--- config.mk ---
export PLATFORM = sky130hd
export DESIGN_NAME = errcap_top
export DESIGN_NICKNAME = d
export VERILOG_FILES = /design/src/rtl/errcap_pkg.sv /design/src/rtl/errcap_status.sv /design/src/rtl/errcap_capture.sv /design/src/rtl/errcap_report.sv /design/src/rtl/errcap_csr.sv /design/src/rtl/errcap_top.sv
export SDC_FILE = /design/constraint.sdc
export NUM_CORES = 1
export LEC_CHECK = 0
export BUFFER_PORTS_ARGS = -buffer_cell sky130_fd_sc_hd__buf_2
export CAP_MARGIN = 20
export CORE_ASPECT_RATIO = 1.4
export CORE_MARGIN = 2
export CORE_UTILIZATION = 52
export CTS_CLUSTER_SIZE = 40
export DETAILED_ROUTE_END_ITERATION = 12
export PLACE_DENSITY = 0.9
export SYNTH_ARGS = -nofsm -noshare
export SYNTH_HDL_FRONTEND = slang
export SYNTH_SLANG_ARGS = --single-unit
--- constraint.sdc ---
create_clock -name clk -period 3.45 [get_ports clk]
set_clock_uncertainty 0.2 [all_clocks]
set_input_delay 0 -clock clk [delete_from_list [all_inputs] [get_ports clk]]
set_output_delay 0 -clock clk [all_outputs]
set_load 0.02 [all_outputs]
--- src/rtl/errcap_pkg.sv ---
package errcap_pkg;
  localparam int NCLS      = 12;
  localparam int CLS_W     = 4;
  localparam int LOST_OFS  = 16;
  localparam int VALID_BIT = 31;
  localparam int DATA_W    = 32;

  // class indices (the capture priority depends on them)
  localparam int C_CORR  = 0;
  localparam int C_UNC   = 1;
  localparam int C_CPAR  = 2;
  localparam int C_NXM   = 3;
  localparam int C_SERR  = 4;
  localparam int C_DPAR  = 5;
  localparam int C_APAR  = 6;

  // register indices
  localparam logic [2:0] RA_STATUS = 3'd0;
  localparam logic [2:0] RA_MASK   = 3'd1;
  localparam logic [2:0] RA_CTRL   = 3'd2;
  localparam logic [2:0] RA_ADLO   = 3'd3;
  localparam logic [2:0] RA_ADHI   = 3'd4;
  localparam logic [2:0] RA_SYN    = 3'd5;

  typedef logic [NCLS-1:0] cls_vec_t;

  localparam cls_vec_t LOSTABLE  = ~(cls_vec_t'(1) << C_SERR);
  localparam cls_vec_t CORR_GRP  = cls_vec_t'(1) << C_CORR;
  localparam cls_vec_t UNC_GRP   = ~CORR_GRP;

  // lowest index among classes 1..NCLS-1 wins; correctable only if alone
  function automatic logic [CLS_W-1:0] pick_first(input cls_vec_t v);
    logic [CLS_W-1:0] r;
    r = CLS_W'(C_CORR);
    for (int i = NCLS-1; i >= 1; i--) begin
      if (v[i]) r = CLS_W'(i);
    end
    return r;
  endfunction

  function automatic logic group_hit(input cls_vec_t st, input cls_vec_t mk,
                                     input cls_vec_t grp);
    return |(st & mk & grp);
  endfunction
endpackage

--- src/rtl/errcap_status.sv ---
module errcap_status
  import errcap_pkg::*;
(
  input  logic     clk,
  input  logic     rst_n,
  input  cls_vec_t evt,
  input  logic     status_wr,
  input  cls_vec_t clr_bits,
  input  cls_vec_t clr_lost,
  input  logic     clr_valid,
  output cls_vec_t status_q,
  output cls_vec_t lost_q,
  output logic     valid_q,
  output logic     cap_open,
  output logic     cap_fire
);
  cls_vec_t status_kept, lost_kept;
  logic     unlock;

  always_comb begin
    status_kept = status_wr ? (status_q & ~clr_bits) : status_q;
    lost_kept   = status_wr ? (lost_q & ~clr_lost) : lost_q;
    unlock      = status_wr && clr_valid && (status_kept == '0);
    cap_open    = !valid_q || unlock;
    cap_fire    = cap_open && (|evt);
  end

  always_ff @(posedge clk or negedge rst_n) begin
    if (!rst_n) begin
      status_q <= '0;
      lost_q   <= '0;
      valid_q  <= 1'b0;
    end else begin
      status_q <= status_kept | evt;
      lost_q   <= lost_kept | (evt & status_kept & LOSTABLE);
      valid_q  <= (valid_q && !unlock) || (|evt);
    end
  end
endmodule

--- src/rtl/errcap_capture.sv ---
module errcap_capture
  import errcap_pkg::*;
#(
  parameter int ADDR_W = 35,
  parameter int CMD_W  = 4,
  parameter int SYN_W  = 8,
  parameter int WIN_W  = 2
) (
  input  logic              clk,
  input  logic              rst_n,
  input  logic              cap_fire,
  input  cls_vec_t          evt,
  input  logic [ADDR_W-1:4] evt_line,
  input  logic [CMD_W-1:0]  evt_cmd,
  input  logic [SYN_W-1:0]  evt_syn,
  input  logic [WIN_W-1:0]  evt_win,
  input  logic              evt_dma,
  output logic [ADDR_W-1:4] cap_line,
  output logic [CMD_W-1:0]  cap_cmd,
  output logic [SYN_W-1:0]  cap_syn,
  output logic [WIN_W-1:0]  cap_win,
  output logic              cap_dma,
  output logic [CLS_W-1:0]  cap_cls
);
  logic [CLS_W-1:0] win_cls;

  always_comb win_cls = pick_first(evt);

  always_ff @(posedge clk or negedge rst_n) begin
    if (!rst_n) begin
      cap_line <= '0;
      cap_cmd  <= '0;
      cap_syn  <= '0;
      cap_win  <= '0;
      cap_dma  <= 1'b0;
      cap_cls  <= '0;
    end else if (cap_fire) begin
      cap_line <= evt_line;
      cap_cmd  <= evt_cmd;
      cap_syn  <= evt_syn;
      cap_win  <= evt_win;
      cap_dma  <= evt_dma && (win_cls == CLS_W'(C_NXM));
      cap_cls  <= win_cls;
    end
  end
endmodule

--- src/rtl/errcap_report.sv ---
module errcap_report
  import errcap_pkg::*;
(
  input  cls_vec_t status_q,
  input  cls_vec_t mask_q,
  output logic     err_irq,
  output logic     err_mchk
);
  always_comb begin
    err_irq  = group_hit(status_q, mask_q, CORR_GRP);
    err_mchk = group_hit(status_q, mask_q, UNC_GRP);
  end
endmodule

--- src/rtl/errcap_csr.sv ---
module errcap_csr
  import errcap_pkg::*;
#(
  parameter int ADDR_W = 35,
  parameter int CMD_W  = 4,
  parameter int SYN_W  = 8,
  parameter int WIN_W  = 2
) (
  input  logic              clk,
  input  logic              rst_n,
  input  logic [2:0]        reg_addr,
  input  logic              reg_wr,
  input  logic [DATA_W-1:0] reg_wdata,
  input  cls_vec_t          status_q,
  input  cls_vec_t          lost_q,
  input  logic              valid_q,
  input  logic [ADDR_W-1:4] cap_line,
  input  logic [CMD_W-1:0]  cap_cmd,
  input  logic [SYN_W-1:0]  cap_syn,
  input  logic [WIN_W-1:0]  cap_win,
  input  logic              cap_dma,
  input  logic [CLS_W-1:0]  cap_cls,
  output logic [DATA_W-1:0] reg_rdata,
  output cls_vec_t          mask_q,
  output logic              apar_en,
  output logic              dpar_en,
  output logic              status_wr,
  output cls_vec_t          clr_bits,
  output cls_vec_t          clr_lost,
  output logic              clr_valid
);
  localparam int HI_W = ADDR_W - 32;

  logic unused_wbits;
  assign unused_wbits = ^{reg_wdata[LOST_OFS-1:NCLS], reg_wdata[VALID_BIT-1:LOST_OFS+NCLS]};

  assign status_wr = reg_wr && (reg_addr == RA_STATUS);
  assign clr_bits  = reg_wdata[NCLS-1:0];
  assign clr_lost  = reg_wdata[LOST_OFS +: NCLS];
  assign clr_valid = reg_wdata[VALID_BIT];

  always_ff @(posedge clk or negedge rst_n) begin
    if (!rst_n) begin
      mask_q  <= '0;
      apar_en <= 1'b1;
      dpar_en <= 1'b1;
    end else if (reg_wr) begin
      if (reg_addr == RA_MASK) mask_q <= reg_wdata[NCLS-1:0];
      if (reg_addr == RA_CTRL) begin
        apar_en <= reg_wdata[0];
        dpar_en <= reg_wdata[1];
      end
    end
  end

  always_comb begin
    reg_rdata = '0;
    unique case (reg_addr)
      RA_STATUS: begin
        reg_rdata[NCLS-1:0]        = status_q;
        reg_rdata[LOST_OFS +: NCLS] = lost_q;
        reg_rdata[VALID_BIT]        = valid_q;
      end
      RA_MASK:  reg_rdata[NCLS-1:0] = mask_q;
      RA_CTRL:  reg_rdata[1:0] = {dpar_en, apar_en};
      RA_ADLO:  reg_rdata[31:4] = cap_line[31:4];
      RA_ADHI: begin
        reg_rdata[HI_W-1:0]  = cap_line[ADDR_W-1:32];
        reg_rdata[8 +: CMD_W] = cap_cmd;
        reg_rdata[16]         = cap_dma;
      end
      RA_SYN: begin
        reg_rdata[SYN_W-1:0]   = cap_syn;
        reg_rdata[8 +: WIN_W]  = cap_win;
        reg_rdata[12 +: CLS_W] = cap_cls;
      end
      default: reg_rdata = '0;
    endcase
  end
endmodule

--- src/rtl/errcap_top.sv ---
module errcap_top
  import errcap_pkg::*;
#(
  parameter int ADDR_W = 35,
  parameter int CMD_W  = 4,
  parameter int SYN_W  = 8,
  parameter int WIN_W  = 2
) (
  input  logic              clk,
  input  logic              rst_n,
  input  logic [2:0]        reg_addr,
  input  logic              reg_wr,
  input  logic [31:0]       reg_wdata,
  output logic [31:0]       reg_rdata,
  input  logic [11:0]       evt_pulse,
  input  logic [ADDR_W-1:4] evt_line,
  input  logic [CMD_W-1:0]  evt_cmd,
  input  logic [SYN_W-1:0]  evt_syn,
  input  logic [WIN_W-1:0]  evt_win,
  input  logic              evt_dma,
  output logic              err_irq,
  output logic              err_mchk
);
  localparam int CAPW = (ADDR_W - 4) + CMD_W + SYN_W + WIN_W + 1 + CLS_W;

  cls_vec_t          evt_gated, status_q, lost_q, mask_q, clr_bits, clr_lost;
  logic              valid_q, cap_open, cap_fire, status_wr, clr_valid;
  logic              apar_en, dpar_en;
  logic [ADDR_W-1:4] cap_line;
  logic [CMD_W-1:0]  cap_cmd;
  logic [SYN_W-1:0]  cap_syn;
  logic [WIN_W-1:0]  cap_win;
  logic              cap_dma;
  logic [CLS_W-1:0]  cap_cls;
  logic [CAPW-1:0]   cap_bus;

  always_comb begin
    evt_gated         = evt_pulse;
    evt_gated[C_APAR] = evt_pulse[C_APAR] && apar_en;
    evt_gated[C_DPAR] = evt_pulse[C_DPAR] && dpar_en;
  end

  assign cap_bus = {cap_line, cap_cmd, cap_syn, cap_win, cap_dma, cap_cls};

  errcap_csr #(.ADDR_W(ADDR_W), .CMD_W(CMD_W), .SYN_W(SYN_W), .WIN_W(WIN_W)) u_csr (
    .clk(clk), .rst_n(rst_n), .reg_addr(reg_addr), .reg_wr(reg_wr),
    .reg_wdata(reg_wdata), .status_q(status_q), .lost_q(lost_q),
    .valid_q(valid_q), .cap_line(cap_line), .cap_cmd(cap_cmd),
    .cap_syn(cap_syn), .cap_win(cap_win), .cap_dma(cap_dma),
    .cap_cls(cap_cls), .reg_rdata(reg_rdata), .mask_q(mask_q),
    .apar_en(apar_en), .dpar_en(dpar_en), .status_wr(status_wr),
    .clr_bits(clr_bits), .clr_lost(clr_lost), .clr_valid(clr_valid)
  );

  errcap_status u_status (
    .clk(clk), .rst_n(rst_n), .evt(evt_gated), .status_wr(status_wr),
    .clr_bits(clr_bits), .clr_lost(clr_lost), .clr_valid(clr_valid),
    .status_q(status_q), .lost_q(lost_q), .valid_q(valid_q),
    .cap_open(cap_open), .cap_fire(cap_fire)
  );

  errcap_capture #(.ADDR_W(ADDR_W), .CMD_W(CMD_W), .SYN_W(SYN_W), .WIN_W(WIN_W)) u_cap (
    .clk(clk), .rst_n(rst_n), .cap_fire(cap_fire), .evt(evt_gated),
    .evt_line(evt_line), .evt_cmd(evt_cmd), .evt_syn(evt_syn),
    .evt_win(evt_win), .evt_dma(evt_dma), .cap_line(cap_line),
    .cap_cmd(cap_cmd), .cap_syn(cap_syn), .cap_win(cap_win),
    .cap_dma(cap_dma), .cap_cls(cap_cls)
  );

  errcap_report u_rep (
    .status_q(status_q), .mask_q(mask_q), .err_irq(err_irq), .err_mchk(err_mchk)
  );
endmodule

* After elaboration in Yosys (flattened, before gate mapping)
Index checks and enable logic that the tools add are counted.
** Cells by class
- Eq/ne operators :: 6
- Mux-type cells :: 24
- Bitwise operators :: 8
- Reduce and logical (&&, ||, !) cells :: 18
** Operators by type and width (number)
- $and A12 B12 Y12 :: 4
- $mux W4 :: 11
- $mux W12 :: 2
- $not A12 Y12 :: 2
- $or A12 B12 Y12 :: 2
- $pmux W11 S2 :: 1
- $pmux W2 S5 :: 2
- $pmux W4 S4 :: 1
- $logic_not A12 Y1 :: 1
- $reduce_or A12 Y1 :: 1
- $reduce_or A11 Y1 :: 1
- $logic_and A1 B1 Y1 :: 8
- $pmux W2 S4 :: 1
- $pmux W4 S2 :: 1
- $eq A3 B2 Y1 const B :: 2
- $eq A3 B3 Y1 const B :: 2
- $pmux W1 S3 :: 2
- $eq A4 B2 Y1 const B :: 1
- $pmux W1 S4 :: 1
- $reduce_and A2 Y1 :: 2
- $eq A3 B1 Y1 const B :: 1
- $logic_not A3 Y1 :: 1
- $mux W3 :: 1
- $logic_not A1 Y1 :: 2
- other kinds (2) :: 3
** Storage, ports and cells
- Register bits :: 89
- Input port bits :: 96
- Output and inout port bits :: 34
- Word-level logic and storage cells :: 68

* Logic depth before layout (Yosys ltp)
Gate-level depths: netlist of run 1.
- Depth in word-level cells :: 13
- Depth in mapped cells :: 9
- Gate-level depth less buffers :: 6

* By module
Synthesis of run 1 repeated with hierarchy kept, for this count alone.
** Second synthesis, totals
- Cells, all modules :: 417
- Area total of the unflattened synthesis :: 4625.7 um2
** Modules (own cells, without submodules)
- errcap_capture :: times used 1, cells each 132, area each 1965.6 um2, seq. area each 1251.2 um2
- errcap_csr :: times used 1, cells each 157, area each 1405.1 um2, seq. area each 352.8 um2
- errcap_status :: times used 1, cells each 118, area each 1177.4 um2, seq. area each 625.6 um2
- errcap_report :: times used 1, cells each 8, area each 65.1 um2, seq. area each 0.0 um2
- errcap_top :: times used 1, cells each 2, area each 12.5 um2, seq. area each 0.0 um2

* Worst setup path before layout of run 1
OpenSTA, ideal clock, no wires.
- Path type :: input to register
- Start point :: in reg_addr[2]
- End point :: reg u_cap.cap_dma
- Library setup time :: 0.127 ns
- Arrival :: 2.197 ns
- Required time :: 3.123 ns
- Setup slack :: 0.926 ns
- Stages :: 9
- Buffers on the path :: 3
- Path through :: buf_2 > nor4b_4 > a21boi_0 > a2111o_1 > o41ai_4 > and2b_1 > buf_6 > buf_12 > mux2_1
** On the way
- Longest elaborated chain between the ends :: 7
- Elaborated cells on any way between the ends :: 8
- Classes of those cells :: 1 x mux; 7 x reduce/logical
** RTL lines
- start: declaration :: line errcap_top.sv:11 : input logic [2:0] reg_addr,
- $logic_not A3 Y1 (*) :: line errcap_csr.sv:37 : assign status_wr = reg_wr && (reg_addr == RA_STATUS);
- $logic_and A1 B1 Y1 (*) :: line errcap_csr.sv:37
- $mux W12 :: line errcap_status.sv:21 : status_kept = status_wr ? (status_q & ~clr_bits) : status_q;
- $logic_not A12 Y1 :: line errcap_status.sv:23 : unlock = status_wr && clr_valid && (status_kept == '0);
- $logic_and A1 B1 Y1 (*) :: line errcap_status.sv:23
- $logic_or A1 B1 Y1 (*) :: line errcap_status.sv:24 : cap_open = !valid_q || unlock;
- $logic_and A1 B1 Y1 (*) :: line errcap_status.sv:25 : cap_fire = cap_open && (|evt);
- end signal: assignment :: line errcap_capture.sv:42 : cap_dma <= evt_dma && (win_cls == CLS_W'(C_NXM));
- end: declaration :: line errcap_capture.sv:22 : output logic cap_dma,
Every way passes the cells marked *; elsewhere a longest branch is shown, timed or not.
A chain may end at the register's enable or synchronous reset.

* Worst setup path after layout of run 1
- Start point :: in reg_wr
- End point :: reg u_cap.cap_win[1]
** On the way
- Longest elaborated chain between the ends :: 6
- Elaborated cells on any way between the ends :: 7
- Classes of those cells :: 1 x mux; 6 x reduce/logical
** RTL lines
- start: declaration :: line errcap_top.sv:12 : input logic reg_wr,
- $logic_and A1 B1 Y1 (*) :: line errcap_csr.sv:37
- $mux W12 :: line errcap_status.sv:21
- $logic_not A12 Y1 :: line errcap_status.sv:23
- $logic_and A1 B1 Y1 (*) :: line errcap_status.sv:23
- $logic_or A1 B1 Y1 (*) :: line errcap_status.sv:24
- $logic_and A1 B1 Y1 (*) :: line errcap_status.sv:25
- end signal: assignment :: line errcap_capture.sv:41 : cap_win <= evt_win;
- end: declaration :: line errcap_capture.sv:21 : output logic [WIN_W-1:0] cap_win,
Marks and branches as above.

==> results.yml, run 1 <==
placed_design:
  dp_hpwl_um: 8140
  place_congestion: 0.876
  place_ws_ns: 0.454
  port_buffers: 122
  place_area_um2: 5210
power_and_ir_drop:
  swShare_pct: 26.3
  p_sw_uw: 727
  p_per_area_nw_per_um2: 424
  p_clk_share_pct: 39.0
  seqPwrFrac_pct: 43.1
  p_leak_uw: 0.00299
  ir_drop_v: 0.000362
  p_comb_share_pct: 17.9
  p_int_uw: 2040
routing:
  ant_nets: 0
  via_per_inst: 5.68
  wl_met2_um: 7080
  met1_length_um: 5460
  route.vias.total: 3951
  routed_wl_um: 13900
  drc: 0
  top_layer: "met4"
  dr_wl_met3_um: 752
  dr.pass1.iters: 5
  wl_per_cell_um: 20.0
  drt_iter0_markers: 354
clock_tree:
  post_cts_buffers: 0
  clockRootBuffer: "clkbuf_16"
  cts_resized: 0
  cts_buffer_depth: 2
  h-tree-depth: 3
  insertion_delay_ns: 0.35
  path_clk_slew_ns: 0.07
  cts_buffers: 9
  ctsHoldBuffers: 94
  cts_num_sinks: 89
  cts_tree: "yes"
timing:
  hold-worst-slack_ns: 0.0280
  fin_setup_tns_ns: 0
  layout_setup_ws_ns: 0.298
  period_share_pct: 91.4
  slew_headroom_pct: 36.1
  setup_viol: 0
  final_hold_viol_count: 0
  worst_pin_slew_ns: 0.954
  fmax_mhz: 317
  layout_min_cycle_time_ns: 3.15
  rsz0062_at_grt: "false"
  drv_slew: 0
floorplan:
  rows: 40
  chipHeight_um: 115
  initial_utilization_pct: 53.2
  coreArea_um2: 8560
  die_area_um2: 9520
  dieWidth_um: 83.1
  io_pins: 130
critical_path:
  crit_type: "primary input to flop"
  reg2reg_from: "u_csr.apar_en"
  path_max_fanout: 50
  worstRegToRegCells: 7
  start_kind: "primary input"
  crit_start: "reg_wr"
  regToRegSetupSlack_ns: 0.53
  required_ns: 3.48
  worstPathArrival_ns: 3.18
  reg2reg_to: "u_cap.cap_win[1]"
  end_kind: "flop"
synth:
  synth_edf_count: 0
  yosysMostFrequentCell: "dfrtp_1"
  synth_area_per_cell_um2: 12.4
  synth.top_cells.by_count: "dfrtp_1, mux2_4, nand2_1, mux2_2, nor2_1"
  ys.flop_type: "dfrtp_1"
  synth_top_family_by_area: "multiplexers"
  synth_seq_area_share_pct: 49.0
  synth_area_leaders: "dfrtp_1, mux2_4, mux2_2"
  ys_warn_count: 0
  synthAdderAreaFrac_pct: 0
  syn_area_um2: 4550
  yosysTopAreaCell: "dfrtp_1"
  synthCells: 367
  ys_types: 45
  synth_compound_area_share_pct: 12.8
  syn_nets: 463
  synth-xor-area-share_pct: 0
  yosys.area.top_type_share_pct: 47.9
  ys_ff_latch: 89
  synth-simple-area-share_pct: 10.7
  synthMuxAreaShare_pct: 23.1
  synthArstFlopShare_pct: 100
hold_path:
  hold_end: "u_status.lost_q[1]"
  min_path_type: "primary input to flop"
  hp-start: "reg_addr[1]"
  whs_path_depth: 5
finish:
  diodes: 0
  fillers: 483
  multi_input_area_um2: 2130
  drive_above_1_share_pct: 39.8
  finish.utilization_pct: 76.1
  fin_nets: 681
  seq_area_um2: 2230
  design_area_um2: 6520
  area_delta_synth_final_pct: 43.2
global_route:
  grt_max_degree: 90
  grt_pass1_wl_um: 22700
  antenna_found_initial: 0
  grt_use_total_pct: 30.8
  first_global_vias: 4394
  grt_overflow: 0
run:
  cap_viol_max_count: 0
status:
  outcome: "completed"
[through the flow]
step,power (uW),instances
after floorplan,1420,367
after global routing,2860,695
after detailed placement,1590,583
final,2760,695
after CTS,2750,693
after global placement,1570,583
[layout make-up]
class / count / share of cell area [%]
Inverter: 10 / 0.576
Sequential cell: 89 / 34.2
Timing Repair Buffer: 226 / 25.5
Tap cell: 105 / 2.02
Clock buffer: 9 / 3.46
Clock inverter: 7 / 1.56
Multi-Input combinational cell: 249 / 32.6
[per-layer routing]
metal | global-route usage (%) | vias to the layer above
met1 | 36.7 | 1962
met5 | 0 | -
met3 | 5.34 | 39
met4 | 17.5 | 0
li1 | - | 1767
met2 | 52.8 | 183
[power groups by stage]
stage	sequential, uW	combinational [uW]	clock, uW
after floorplan	1180	238	0
after global placement	1200	373	0
after detailed placement	1200	386	0
after CTS	1190	473	1080
after global routing	1200	530	1130
final	1190	493	1080
[worst max path at each step]
stage | end | slack (ns)
3_5_place_dp | u_cap.cap_syn[7] | 0.45
3_3_place_gp | u_cap.cap_win[1] | 0.55
4_1_cts | u_cap.cap_syn[7] | 0.34
5_1_grt | u_cap.cap_syn[7] | 0.15
6_report | u_cap.cap_win[1] | 0.30
2_1_floorplan | u_cap.cap_dma | 0.93
[sequential cells by signal (all words and copies together) (netlist names)]
register	count
u_cap.cap_cls	4
u_cap.cap_cmd	4
u_cap.cap_dma	1
u_cap.cap_line	31
u_cap.cap_syn	8
u_cap.cap_win	2
u_csr.apar_en	1
u_csr.dpar_en	1
u_csr.mask_q	12
u_status.lost_q	12
u_status.status_q	12
u_status.valid_q	1
[cell usage in the layout, fill, tap and decap left out, types with 10 or more instances in the layout]
master	count
buf_2	121
dlygate4sd3_1	95
dfrtp_1	87
mux2_4	44
nand2_1	31
nor2_1	21
mux2_2	21
a22oi_1	20
o21ai_0	13
a21oi_1	12
a22o_1	12
nor2b_1	11
inv_1	10
or2_2	10
[logic make-up (layout without fill, tap and decap cells)]
| group | after synthesis | after routing |
|---|---|---|
| AO/OA/AOI/OAI | 79 | 79 |
| multiplexers | 75 | 75 |
| flip-flops | 89 | 89 |
| AND/OR/NAND/NOR | 95 | 95 |
| buffers and inverters | 29 | 252 |
[worst max-delay path, cell delays in order]
cell and delay [ns]:
dlygate4sd3_1 0.52, buf_2 0.13, nor4b_4 0.40, a21boi_0 0.25
a2111o_1 0.47, o41ai_4 0.42, and2b_2 0.25, buf_12 0.34
mux2_1 0.38
No activity file was read; power rests on OpenSTA's default activity.
==> run 2: changes to the inputs <==
--- a/config.mk
+++ b/config.mk
@@ -9,10 +9,11 @@
 export CAP_MARGIN = 20
 export CORE_ASPECT_RATIO = 1.4
 export CORE_MARGIN = 2
-export CORE_UTILIZATION = 52
+export CORE_UTILIZATION = 53
 export CTS_CLUSTER_SIZE = 40
 export DETAILED_ROUTE_END_ITERATION = 12
-export PLACE_DENSITY = 0.9
+export PLACE_DENSITY = 0.91
 export SYNTH_ARGS = -nofsm -noshare
 export SYNTH_HDL_FRONTEND = slang
+export SYNTH_HIERARCHICAL = 1
 export SYNTH_SLANG_ARGS = --single-unit
==> results.yml, run 2 <==
synth:
  ys.flop_type: "dfrtp_1"
  synth_edf_count: 0
  yosys.area.top_type_share_pct: 47.1
  synthCells: 417
  ys_ff_latch: 89
  yosysMostFrequentCell: "dfrtp_1"
  ys_types: 52
  syn_nets: 513
  yosysTopAreaCell: "dfrtp_1"
  synth_area_per_cell_um2: 11.1
  synth.top_cells.by_count: "dfrtp_1, mux2_1, buf_4, a22oi_1, nor2_1"
  ys_warn_count: 6
  syn_area_um2: 4630
  synth_area_leaders: "dfrtp_1, mux2_1, buf_4"
  synthArstFlopShare_pct: 100
  synth_seq_area_share_pct: 48.2
timing:
  final_hold_viol_count: 0
  fmax_mhz: 312
  worst_pin_slew_ns: 0.835
  drv_slew: 0
  slew_headroom_pct: 44.3
  fin_setup_tns_ns: 0
  setup_viol: 0
  layout_min_cycle_time_ns: 3.20
  rsz0062_at_grt: "false"
  period_share_pct: 92.9
  layout_setup_ws_ns: 0.246
critical_path:
  worstPathArrival_ns: 3.29
  regToRegSetupSlack_ns: 0.25
  path_max_fanout: 21
  endpoint: "u_cap/cap_dma"
  start_kind: "flop"
  worstRegToRegCells: 8
  reg2reg_from: "u_status/status_q[6]"
  crit_type: "flop to flop"
  end_kind: "flop"
  reg2reg_to: "u_cap/cap_dma"
  required_ns: 3.53
  crit_start: "u_status/status_q[6]"
floorplan:
  die_area_um2: 9500
  coreArea_um2: 8510
  dieWidth_um: 83.0
  rows: 40
  initial_utilization_pct: 54.4
  io_pins: 130
  chipHeight_um: 115
power_and_ir_drop:
  p_total_uw: 2810
  p_per_area_nw_per_um2: 438
  ir_drop_v: 0.000368
  p_leak_uw: 0.00288
finish:
  area_delta_synth_final_pct: 38.6
  fin_nets: 698
  design_area_um2: 6410
  final_cell_mix: "buf_2, dlygate4sd3_1, dfrtp_1"
  drive_above_1_share_pct: 28.3
  finish.utilization_pct: 75.4
  largest-register: "u_cap/cap_line"
  largest_reg_flops: 31
  final_common_cell: "buf_2"
  fillers: 542
routing:
  wl_per_cell_um: 20.9
  routed_wl_um: 14900
  drt_iter0_markers: 418
  dr.pass1.iters: 5
  route.vias.total: 4195
  via_per_inst: 5.88
  ant_nets: 0
  drc: 0
placed_design:
  place_congestion: 0.938
  place_area_um2: 5140
  place_ws_ns: 0.641
  port_buffers: 122
  dp_hpwl_um: 9220
clock_tree:
  path_clk_slew_ns: 0.07
  cts_buffers: 9
  post_cts_buffers: 0
  cts_tree: "yes"
  insertion_delay_ns: 0.35
  cts_num_sinks: 89
  cts_buffer_depth: 2
  h-tree-depth: 3
  clockRootBuffer: "clkbuf_16"
global_route:
  grt_overflow: 0
  grt_use_total_pct: 31.9
  grt_pass1_wl_um: 23300
  antenna_found_initial: 1
  first_global_vias: 4614
  grt_max_degree: 66
status:
  outcome: "completed"
hold_path:
  min_path_type: "primary input to flop"
run:
  cap_viol_max_count: 0
## run 2: cell count changes after synthesis, sizes merged, moves of 9 or more
cell and delta:
buf +28, a21o +10, o21ai -11, mux2i +9, nand2b +11, a22o -9, o221ai +9
## run 2: power breakdown
part           leakage [uW]  internal, uW  switching, uW
combinational       0.00173           237            245
sequential         0.000983          1120           61.0
clock              0.000166           727            413
## run 2: layout make-up
type                    instances  area (um2)  share of cell area (%)
well taps                     105         131                    2.05
multi-input cells             265        2030                    31.7
repair buffers                221        1610                    25.1
clock buffers                  11         243                    3.79
diodes                          1        2.50                  0.0390
flip-flops and latches         89        2230                    34.8
clock inverters                 5         103                    1.60
inverters                      16        60.1                   0.937
## run 2: kinds of logic after synthesis
| logic type | synth area share (%) |
|---|---|
| muxes | 17.9 |
| buffers and inverters | 7.93 |
| and+or+nand+nor | 10.8 |
| AOI/OAI and AO/OA | 15.1 |
| DFF | 48.2 |
## run 2: critical path: stages (launching register included)
cell,delay (ns)
dfrtp_1,0.44
a222oi_1,0.34
o2111ai_1,0.20
o41ai_2,0.44
and2_4,0.39
buf_12,0.20
nand2_1,0.06
o32ai_1,0.26
dlygate4sd3_1,0.59
## run 2: worst min-delay path by stage
stage	from	to	depth (start not counted)
5_1_grt	evt_pulse[6]	u_status/status_q[6]	3
3_5_place_dp	rst_n	u_cap/cap_line[15]	1
2_1_floorplan	rst_n	u_cap/cap_cls[0]	0
3_3_place_gp	rst_n	u_cap/cap_line[13]	1
4_1_cts	evt_pulse[6]	u_status/status_q[6]	3
6_report	evt_pulse[6]	u_status/status_q[6]	3
## run 2: layer usage
metal  vias to the layer above  GRT usage (%)  share of wire [%]
li1                       1859              -                  -
met1                      2054           33.7                 35
met2                       220           57.8                 53
met3                        62           6.13                6.5
met4                         0           20.9                5.6
met5                         -              0                  0
## run 2: per-stage QoR
stage               hold slack, ns  std cells
floorplan                   -0.496        417
global placement           -0.0622        604
detailed placement         -0.0508        604
CTS                        0.00247        712
global route                0.0466        713
finish                      0.0202        713
## run 2: repair_timing
item                                    4_1_cts  5_1_grt
endpoints found under the setup margin        0        1
gates resized for setup                       0        1
endpoints found under the hold margin       153        0
hold buffers                                 92        0
